[config.mk]
export PLATFORM = sky130hd
export DESIGN_NAME = tmrpad_vote_out
export DESIGN_NICKNAME = d
export VERILOG_FILES = /design/src/rtl/tmrpad_pkg.sv /design/src/rtl/tmrpad_dom_reg.sv /design/src/rtl/tmrpad_minority.sv /design/src/rtl/tmrpad_net_model.sv /design/src/rtl/tmrpad_vote_out.sv
export SDC_FILE = /design/constraint.sdc
export NUM_CORES = 1
export LEC_CHECK = 0
export BUFFER_PORTS_ARGS = -buffer_cell sky130_fd_sc_hd__buf_2
export CAP_MARGIN = 10
export CORE_ASPECT_RATIO = 1.4
export CORE_MARGIN = 5
export CORE_UTILIZATION = 42
export CTS_BUF_LIST = sky130_fd_sc_hd__clkbuf_16
export CTS_CLUSTER_SIZE = 24
export DETAILED_ROUTE_END_ITERATION = 8
export PLACE_DENSITY = 0.77
export REMOVE_ABC_BUFFERS = 1
export SYNTH_ARGS = -nofsm -noshare
export SYNTH_HDL_FRONTEND = slang
export SYNTH_SLANG_ARGS = --single-unit
[constraint.sdc]
create_clock -name clk -period 1.39 [get_ports clk]
set_clock_uncertainty 0.05 [all_clocks]
set_input_delay 0 -clock clk [delete_from_list [all_inputs] [get_ports clk]]
set_output_delay 0 -clock clk [all_outputs]
set_load 0.02 [all_outputs]
[src/rtl/tmrpad_pkg.sv]
// Shared constants and helpers for the triplicated pad voter.
// Assumes exactly three redundant domains; helpers return peer indices.
package tmrpad_pkg;

    localparam int unsigned NDOM = 3;

    // Index of the k-th peer of domain d, wrapping around the domain ring.
    function automatic int unsigned peer_idx(input int unsigned d, input int unsigned k);
        return (d + k) % NDOM;
    endfunction

endpackage

[src/rtl/tmrpad_dom_reg.sv]
// One domain's output register in front of its pad driver.
// Assumes a synchronous active-low reset that clears the word to zero.
module tmrpad_dom_reg #(
    parameter int unsigned W = 8
) (
    input  logic         clk,
    input  logic         rst_n,
    input  logic [W-1:0] d,
    output logic [W-1:0] q
);

    // Capture the domain word each cycle, clear on reset.
    always_ff @(posedge clk) begin
        if (!rst_n) q <= '0;
        else        q <= d;
    end

endmodule

[src/rtl/tmrpad_minority.sv]
// Disagreement detector for one domain: per bit, releases the domain's
// driver when its bit differs from both peers. Purely combinational;
// assumes the three inputs come from matching register stages.
module tmrpad_minority #(
    parameter int unsigned W    = 8,
    parameter int unsigned SELF = 0
) (
    input  logic [tmrpad_pkg::NDOM-1:0][W-1:0] vals,
    output logic [W-1:0]                       hiz
);
    import tmrpad_pkg::*;

    localparam int unsigned PA = peer_idx(SELF, 1);
    localparam int unsigned PB = peer_idx(SELF, 2);

    for (genvar b = 0; b < W; b++) begin : g_bit
        logic own_b;
        logic pa_b;
        logic pb_b;
        assign own_b = vals[SELF][b];
        assign pa_b  = vals[PA][b];
        assign pb_b  = vals[PB][b];
        // Release only when both peers hold the opposite value.
        always_comb hiz[b] = (own_b != pa_b) && (own_b != pb_b);
    end

endmodule

[src/rtl/tmrpad_net_model.sv]
// Behavioural resolution of the shared pad net: a bit reads 1 when an
// enabled driver pushes 1, else 0. Assumes enabled drivers agree
// (contention is excluded by the minority logic and checked elsewhere).
module tmrpad_net_model #(
    parameter int unsigned W = 8
) (
    input  logic [tmrpad_pkg::NDOM-1:0][W-1:0] data,
    input  logic [tmrpad_pkg::NDOM-1:0][W-1:0] hiz,
    output logic [W-1:0]                       net
);
    import tmrpad_pkg::*;

    // Wired-OR of the data from every enabled driver.
    always_comb begin
        net = '0;
        for (int unsigned d = 0; d < NDOM; d++) begin
            net = net | (data[d] & ~hiz[d]);
        end
    end

endmodule

[src/rtl/tmrpad_vote_out.sv]
// Triplicated output voter using the pin as the voting point.
// Each domain registers its word, releases its own driver on bits where
// it is the lone dissenter, and a model of the shared net gives pad_val.
// Assumes all three domains share clk and rst_n.
module tmrpad_vote_out #(
    parameter int unsigned W = 8
) (
    input  logic                               clk,
    input  logic                               rst_n,
    input  logic [tmrpad_pkg::NDOM-1:0][W-1:0] dom_val,
    output logic [tmrpad_pkg::NDOM-1:0][W-1:0] drv_data,
    output logic [tmrpad_pkg::NDOM-1:0][W-1:0] drv_hiz,
    output logic [W-1:0]                       pad_val,
    output logic [tmrpad_pkg::NDOM-1:0]        minority
);
    import tmrpad_pkg::*;

    for (genvar d = 0; d < NDOM; d++) begin : g_dom
        tmrpad_dom_reg #(.W(W)) u_reg (
            .clk   (clk),
            .rst_n (rst_n),
            .d     (dom_val[d]),
            .q     (drv_data[d])
        );

        tmrpad_minority #(.W(W), .SELF(d)) u_min (
            .vals (drv_data),
            .hiz  (drv_hiz[d])
        );

        // Flag a domain that lost the vote on any bit this cycle.
        always_comb minority[d] = |drv_hiz[d];
    end

    tmrpad_net_model #(.W(W)) u_net (
        .data (drv_data),
        .hiz  (drv_hiz),
        .net  (pad_val)
    );

endmodule

==> results of run 1 <==
[per-layer routing]
layer / track usage / wire length (um)
met4: 0.1137 / 285
met3: 0.05042 / 393
met1: 0.2138 / 2008
met2: 0.4276 / 3056
met5: 0 / 0
[kinds of logic after synthesis]
group                      share of synthesized area
AOI/OAI and AO/OA                             0.1398
adders and majority gates                    0.02963
buffers and inverters                        0.01944
DFF                                           0.3556
and+or+nand+nor                               0.4556
[metrics by stage]
step,instance area [um^2],total power [mW],setup TNS (ns),std cells
after detailed placement,1974,1.322,-0.2618,294
after global placement,1974,1.313,-0.2484,294
after global routing,2585,2.217,-1.322,328
after CTS,2437,2.042,-0.7451,326
final,2585,2.119,-0.9544,328
after floorplan,1325,1.081,-0.1706,147
[cell usage after synthesis]
library cell | instances | area [um^2]
buf_2 | 2 | 10.01
or2b_1 | 1 | 7.510
nand4_1 | 2 | 12.51
and3b_1 | 7 | 61.31
or3b_2 | 7 | 61.31
o2111ai_1 | 4 | 35.03
nand2b_1 | 7 | 43.79
nand3b_1 | 16 | 120.1
nor2_1 | 8 | 30.03
or4_1 | 1 | 7.510
and2_1 | 24 | 150.1
nand2_1 | 8 | 30.03
a2111oi_0 | 4 | 35.03
nor3b_1 | 5 | 37.54
clkbuf_2 | 1 | 5.000
maj3_1 | 4 | 40.04
o2111a_1 | 3 | 33.78
and4b_1 | 1 | 10.01
and3b_2 | 1 | 10.01
dfxtp_1 | 24 | 480.5
clkbuf_1 | 3 | 11.26
or3b_1 | 1 | 8.760
a21oi_1 | 4 | 20.02
a21o_1 | 4 | 30.03
or2_2 | 4 | 25.02
o21ai_0 | 7 | 35.03
[power by group through the flow]
stage                     registers (mW)  logic [mW]  clock network (mW)
after floorplan                    0.840       0.241                   0
after global placement             0.783       0.529                   0
after detailed placement           0.785       0.536                   0
after CTS                          0.774       0.642               0.626
after global routing               0.783       0.763               0.671
final                              0.776       0.717               0.626
[area by class of cell]
type,instances,share of cell area
clock buffers,3,0.02904
clock inverters,1,0.001452
repair buffers,138,0.3756
well taps,39,0.01888
flip-flops and latches,24,0.2033
multi-input cells,123,0.3717
[worst min-delay path by stage]
stage / start / end / slack [ns] / depth (start not counted)
final: rst_n / g_dom[2].u_reg.q[0] / 0.13 / 2
after global routing: rst_n / g_dom[1].u_reg.q[1] / 0.15 / 2
after CTS: rst_n / g_dom[2].u_reg.q[0] / 0.12 / 2
after floorplan: rst_n / g_dom[0].u_reg.q[0] / 0.07 / 1
after global placement: dom_val[15] / g_dom[1].u_reg.q[7] / 0.16 / 2
after detailed placement: dom_val[10] / g_dom[1].u_reg.q[2] / 0.16 / 2
[timing repair]
action / in CTS / in global routing
endpoints found under the setup margin: 11 / 18
endpoints found under the hold margin: 24 / 0
gates cloned: 0 / 0
hold buffers: 24 / 0
gates resized for setup: 42 / 43
pin swaps: 5 / 8
setup buffers: 4 / 2
==> flow_metrics.py, run 1 <==
metrics = {
    "outcome": {
        "outcome": "finished, violations left",
        "violations": "negative setup slack",
    },
    "clock_network": {
        "clkTransAtPathRegs_ns": 0.06,
        "cts_sinks": 24,
        "cts_made_buffers": 3,
        "ctsLongestPathBuffers": 2,
        "cts_tree": "built",
        "htreeDepth": 1,
        "root_buffer": "clkbuf_16",
    },
    "layout": {
        "ff_latch_area_um2": 525.5,
        "top_register": "g_dom.u_reg.q",
        "final_core_util": 0.8277,
        "num-fill-cells": 185,
        "final_common_cell": "buf_2",
        "drive_gt1_frac": 0.5744,
        "final_cell_mix": "buf_2 (71), buf_4 (29), and2_1 (24), dlygate4sd3_1 (24), nand3b_1 (16)",
        "area_delta_synth_final_pct": 91.30,
        "diodes": 0,
        "largestRegisters": "g_dom.u_reg.q: 24 flops",
        "largest_reg_flops": 24,
        "multi_input_area_um2": 960.9,
        "final_net_count": 316,
    },
    "timing": {
        "hold_viol_final": 0,
        "worstMarginPinSlew_ns": 0.3712,
        "fin_crit_sh": 1.242,
        "max_freq_mhz": 579.3,
        "fin_ws_ns": -0.3361,
        "finalCriticalPeriod_ns": 1.726,
        "rsz0062_at_grt": "yes",
        "drv_slew": 0,
        "relSlewSlack": 0.7516,
        "holdWs_ns": 0.1322,
        "setup_violations": 4,
    },
    "critical_path": {
        "setup.worst_path.start": "g_dom[2].u_reg.q[6]",
        "path_buf_inv": 1,
        "path_max_fanout": 5,
        "critical_path_arrival_ns": 1.68,
        "path_cells": "nand2b_1, o2111ai_1, or4_4, buf_6",
        "worstSetupPathType": "reg -> out",
        "crit_end": "minority[1]",
        "worstPathRequired_ns": 1.34,
        "cp.depth": 4,
        "critPathCaptureType": "primary output",
        "cp_slowest_cell": "or4_4",
        "crit_family": "simple AND/OR/NAND/NOR gates",
        "slowest_delay_ns": 0.51,
        "critPathLaunchType": "flip-flop",
    },
    "die": {
        "initial_core_util": 0.4327,
        "die_w_um": 57.94,
        "die_height_um": 77.12,
        "num_rows": 24,
        "fp.coreArea_um2": 3123,
        "die-area_um2": 4468,
        "ioPinCount": 85,
    },
    "synth": {
        "postSynthCellCount": 153,
        "ys_ff_latch": 24,
        "ys_types": 26,
        "synthesis.area_um2": 1351,
        "synth_warnings": 0,
        "yosysSeqAreaShare": 0.3556,
        "avgSynthCellArea_um2": 8.832,
    },
    "global_routing": {
        "track_usage": 0.2247,
        "gr-total-overflow": 0,
        "grt_pass1_wl_um": 7990,
        "antenna_found_initial": 0,
        "grt_max_degree": 25,
        "first_global_vias": 1790,
    },
    "power": {
        "powerDensity_nw_per_um2": 819.6,
        "p_int_mw": 1.466,
        "pwr-share-seq": 0.366,
        "swShare": 0.3081,
        "p_comb_frac": 0.338,
        "pwr-share-clk": 0.295,
        "p_leak_nw": 1.304,
        "p_sw_mw": 0.6527,
        "peakVddDrop_v": 0.001022,
    },
    "routing": {
        "viasPerCell": 5.375,
        "drt_first_pass_iters": 4,
        "vias": 1763,
        "post-route-drc-count": 0,
        "drt_iter0_drc": 61,
        "ant_nets": 0,
        "routed_wl_um": 5743,
        "wl_per_cell_um": 17.51,
    },
    "place": {
        "gp_congestion": 0.7988,
        "place.detailed.hpwl_um": 3101,
        "place_ws_ns": -0.1551,
        "portBuffers": 84,
    },
    "run": {
        "drv_cap": 0,
    },
    "hold_path": {
        "min_path_type": "in -> reg",
    },
}
Power figures use the tool's default switching activity.
==> run 2: changes to the inputs <==
BUFFER_PORTS_ARGS = unset   (was -buffer_cell sky130_fd_sc_hd__buf_2)
CORE_UTILIZATION = 54   (was 42)
DONT_BUFFER_PORTS = 1   (was unset)
PLACE_DENSITY = 0.67   (was 0.77)
SKIP_LAST_GASP = 1   (was unset)
==> flow_metrics.py, run 2 (same netlist as run 1, synthesis figures left out) <==
metrics = {
    "outcome": {
        "outcome": "finished, violations left",
        "violations": "negative setup slack",
    },
    "timing": {
        "hold_viol_final": 0,
        "finalCriticalPeriod_ns": 1.660,
        "relSlewSlack": 0.5591,
        "holdWs_ns": 0.3483,
        "max_freq_mhz": 602.4,
        "fin_ws_ns": -0.2702,
        "worstMarginPinSlew_ns": 0.6592,
        "drv_slew": 0,
        "fin_crit_sh": 1.194,
        "rsz0062_at_grt": "yes",
        "setup_violations": 4,
    },
    "layout": {
        "area_delta_synth_final_pct": 61.39,
        "largestRegisters": "g_dom.u_reg.q: 24 flops",
        "final_net_count": 250,
        "num-fill-cells": 98,
        "final_cell_mix": "buf_4 (47), dlygate4sd3_1 (25), and2_1 (24)",
        "fin_area_um2": 2181,
        "final_common_cell": "buf_4",
        "diodes": 0,
        "largest_reg_flops": 24,
        "top_register": "g_dom.u_reg.q",
        "drive_gt1_frac": 0.4350,
    },
    "hold_path": {
        "hold_depth": 2,
        "min_path_type": "in -> reg",
        "hold_start": "dom_val[10]",
        "min_to": "g_dom[1].u_reg.q[2]",
    },
    "clock_network": {
        "cts_tree": "built",
        "cts_made_buffers": 3,
        "ctsLongestPathBuffers": 2,
        "cts_sinks": 24,
        "root_buffer": "clkbuf_16",
        "htreeDepth": 1,
        "clkTransAtPathRegs_ns": 0.06,
    },
    "power": {
        "swShare": 0.3124,
        "p_sw_mw": 0.6276,
        "pwr-share-clk": 0.315,
        "pwr-share-seq": 0.391,
        "peakVddDrop_v": 0.001031,
        "powerDensity_nw_per_um2": 921.3,
        "p_comb_frac": 0.294,
        "p_int_mw": 1.382,
        "p_leak_nw": 0.9807,
    },
    "routing": {
        "routed_wl_um": 5290,
        "viasPerCell": 5.953,
        "vias": 1530,
        "drt_first_pass_iters": 4,
        "drt_iter0_drc": 66,
        "ant_nets": 0,
        "post-route-drc-count": 0,
        "wl_per_cell_um": 20.58,
    },
    "critical_path": {
        "worstPathRequired_ns": 1.34,
        "critPathCaptureType": "primary output",
        "critPathLaunchType": "flip-flop",
        "worstSetupPathType": "reg -> out",
        "path_max_fanout": 7,
        "critical_path_arrival_ns": 1.61,
    },
    "global_routing": {
        "grtUsageMet2": 0.5245,
        "antenna_found_initial": 0,
        "top_usage_layer": "met2",
        "grt_pass1_wl_um": 8142,
        "first_global_vias": 1591,
        "met3_usage": 0.07957,
        "gr-total-overflow": 0,
        "met1_usage": 0.3182,
        "grt_max_degree": 25,
        "track_usage": 0.2906,
    },
    "die": {
        "ioPinCount": 85,
        "initial_core_util": 0.5651,
        "die_w_um": 52.28,
        "die-area_um2": 3617,
        "fp.coreArea_um2": 2391,
        "die_height_um": 69.19,
        "num_rows": 21,
    },
    "place": {
        "portBuffers": 0,
        "dpl_cell_area_um2": 1698,
        "gp_congestion": 0.7581,
        "place.detailed.hpwl_um": 2983,
    },
    "run": {
        "drv_cap": 0,
    },
}
## run 2: worst max-delay path by stage
stage / start / end / slack [ns]
after floorplan: g_dom[0].u_reg.q[2] / minority[0] / -0.08
after global placement: g_dom[2].u_reg.q[0] / minority[2] / -0.17
after detailed placement: g_dom[0].u_reg.q[4] / minority[0] / -0.27
after CTS: g_dom[1].u_reg.q[7] / minority[2] / -0.20
after global routing: g_dom[1].u_reg.q[1] / minority[1] / -0.29
final: g_dom[1].u_reg.q[1] / minority[1] / -0.27
## run 2: area by class of cell
type | count | area [um^2] | share of cell area
Multi-Input combinational cell | 123 | 943.4 | 0.4326
Timing Repair Buffer | 72 | 603.1 | 0.2765
Sequential cell | 24 | 513.0 | 0.2352
Clock buffer | 3 | 75.07 | 0.03442
Tap cell | 34 | 42.54 | 0.01951
Clock inverter | 1 | 3.754 | 0.001721
## run 2: through the flow
stage / setup WS, ns / util / instances / power, mW / TNS [ns]
2_1_floorplan: -0.07827 / - / 147 / 1.081 / -0.1706
3_3_place_gp: -0.1654 / 0.7101 / 225 / 1.236 / -0.3253
3_5_place_dp: -0.2690 / 0.7101 / 225 / 1.251 / -0.4510
4_1_cts: -0.2011 / 0.8875 / 255 / 1.948 / -0.6002
5_1_grt: -0.2949 / 0.9121 / 257 / 2.083 / -1.110
6_report: -0.2702 / 0.9121 / 257 / 2.009 / -0.7570
## run 2: what timing repair did
item / 4_1_cts / 5_1_grt
hold buffers: 25 / 0
hold endpoints to repair: 24 / 0
setup endpoints to repair: 5 / 14
gates cloned: 0 / 0
setup buffers: 2 / 2
gates resized for setup: 31 / 17
pin swaps: 4 / 2
## run 2: metal layers
metal	vias up	wire length, um	share of wire
met5	-	0	0
met4	0	140	0.026
met3	14	400	0.076
met2	77	2898	0.55
met1	738	1852	0.35
li1	701	-	-
## run 2: power groups by stage
stage / sequential, mW / combinational [mW] / clock (mW)
2_1_floorplan: 0.840 / 0.241 / 0
3_5_place_dp: 0.788 / 0.463 / 0
4_1_cts: 0.778 / 0.555 / 0.616
6_report: 0.786 / 0.591 / 0.633
3_3_place_gp: 0.782 / 0.454 / 0
5_1_grt: 0.790 / 0.622 / 0.671
## run 2: critical path: stages (launching register included)
cell	delay [ns]
dfxtp_1	0.45
nand3b_1	0.18
o2111ai_1	0.11
or4_4	0.60
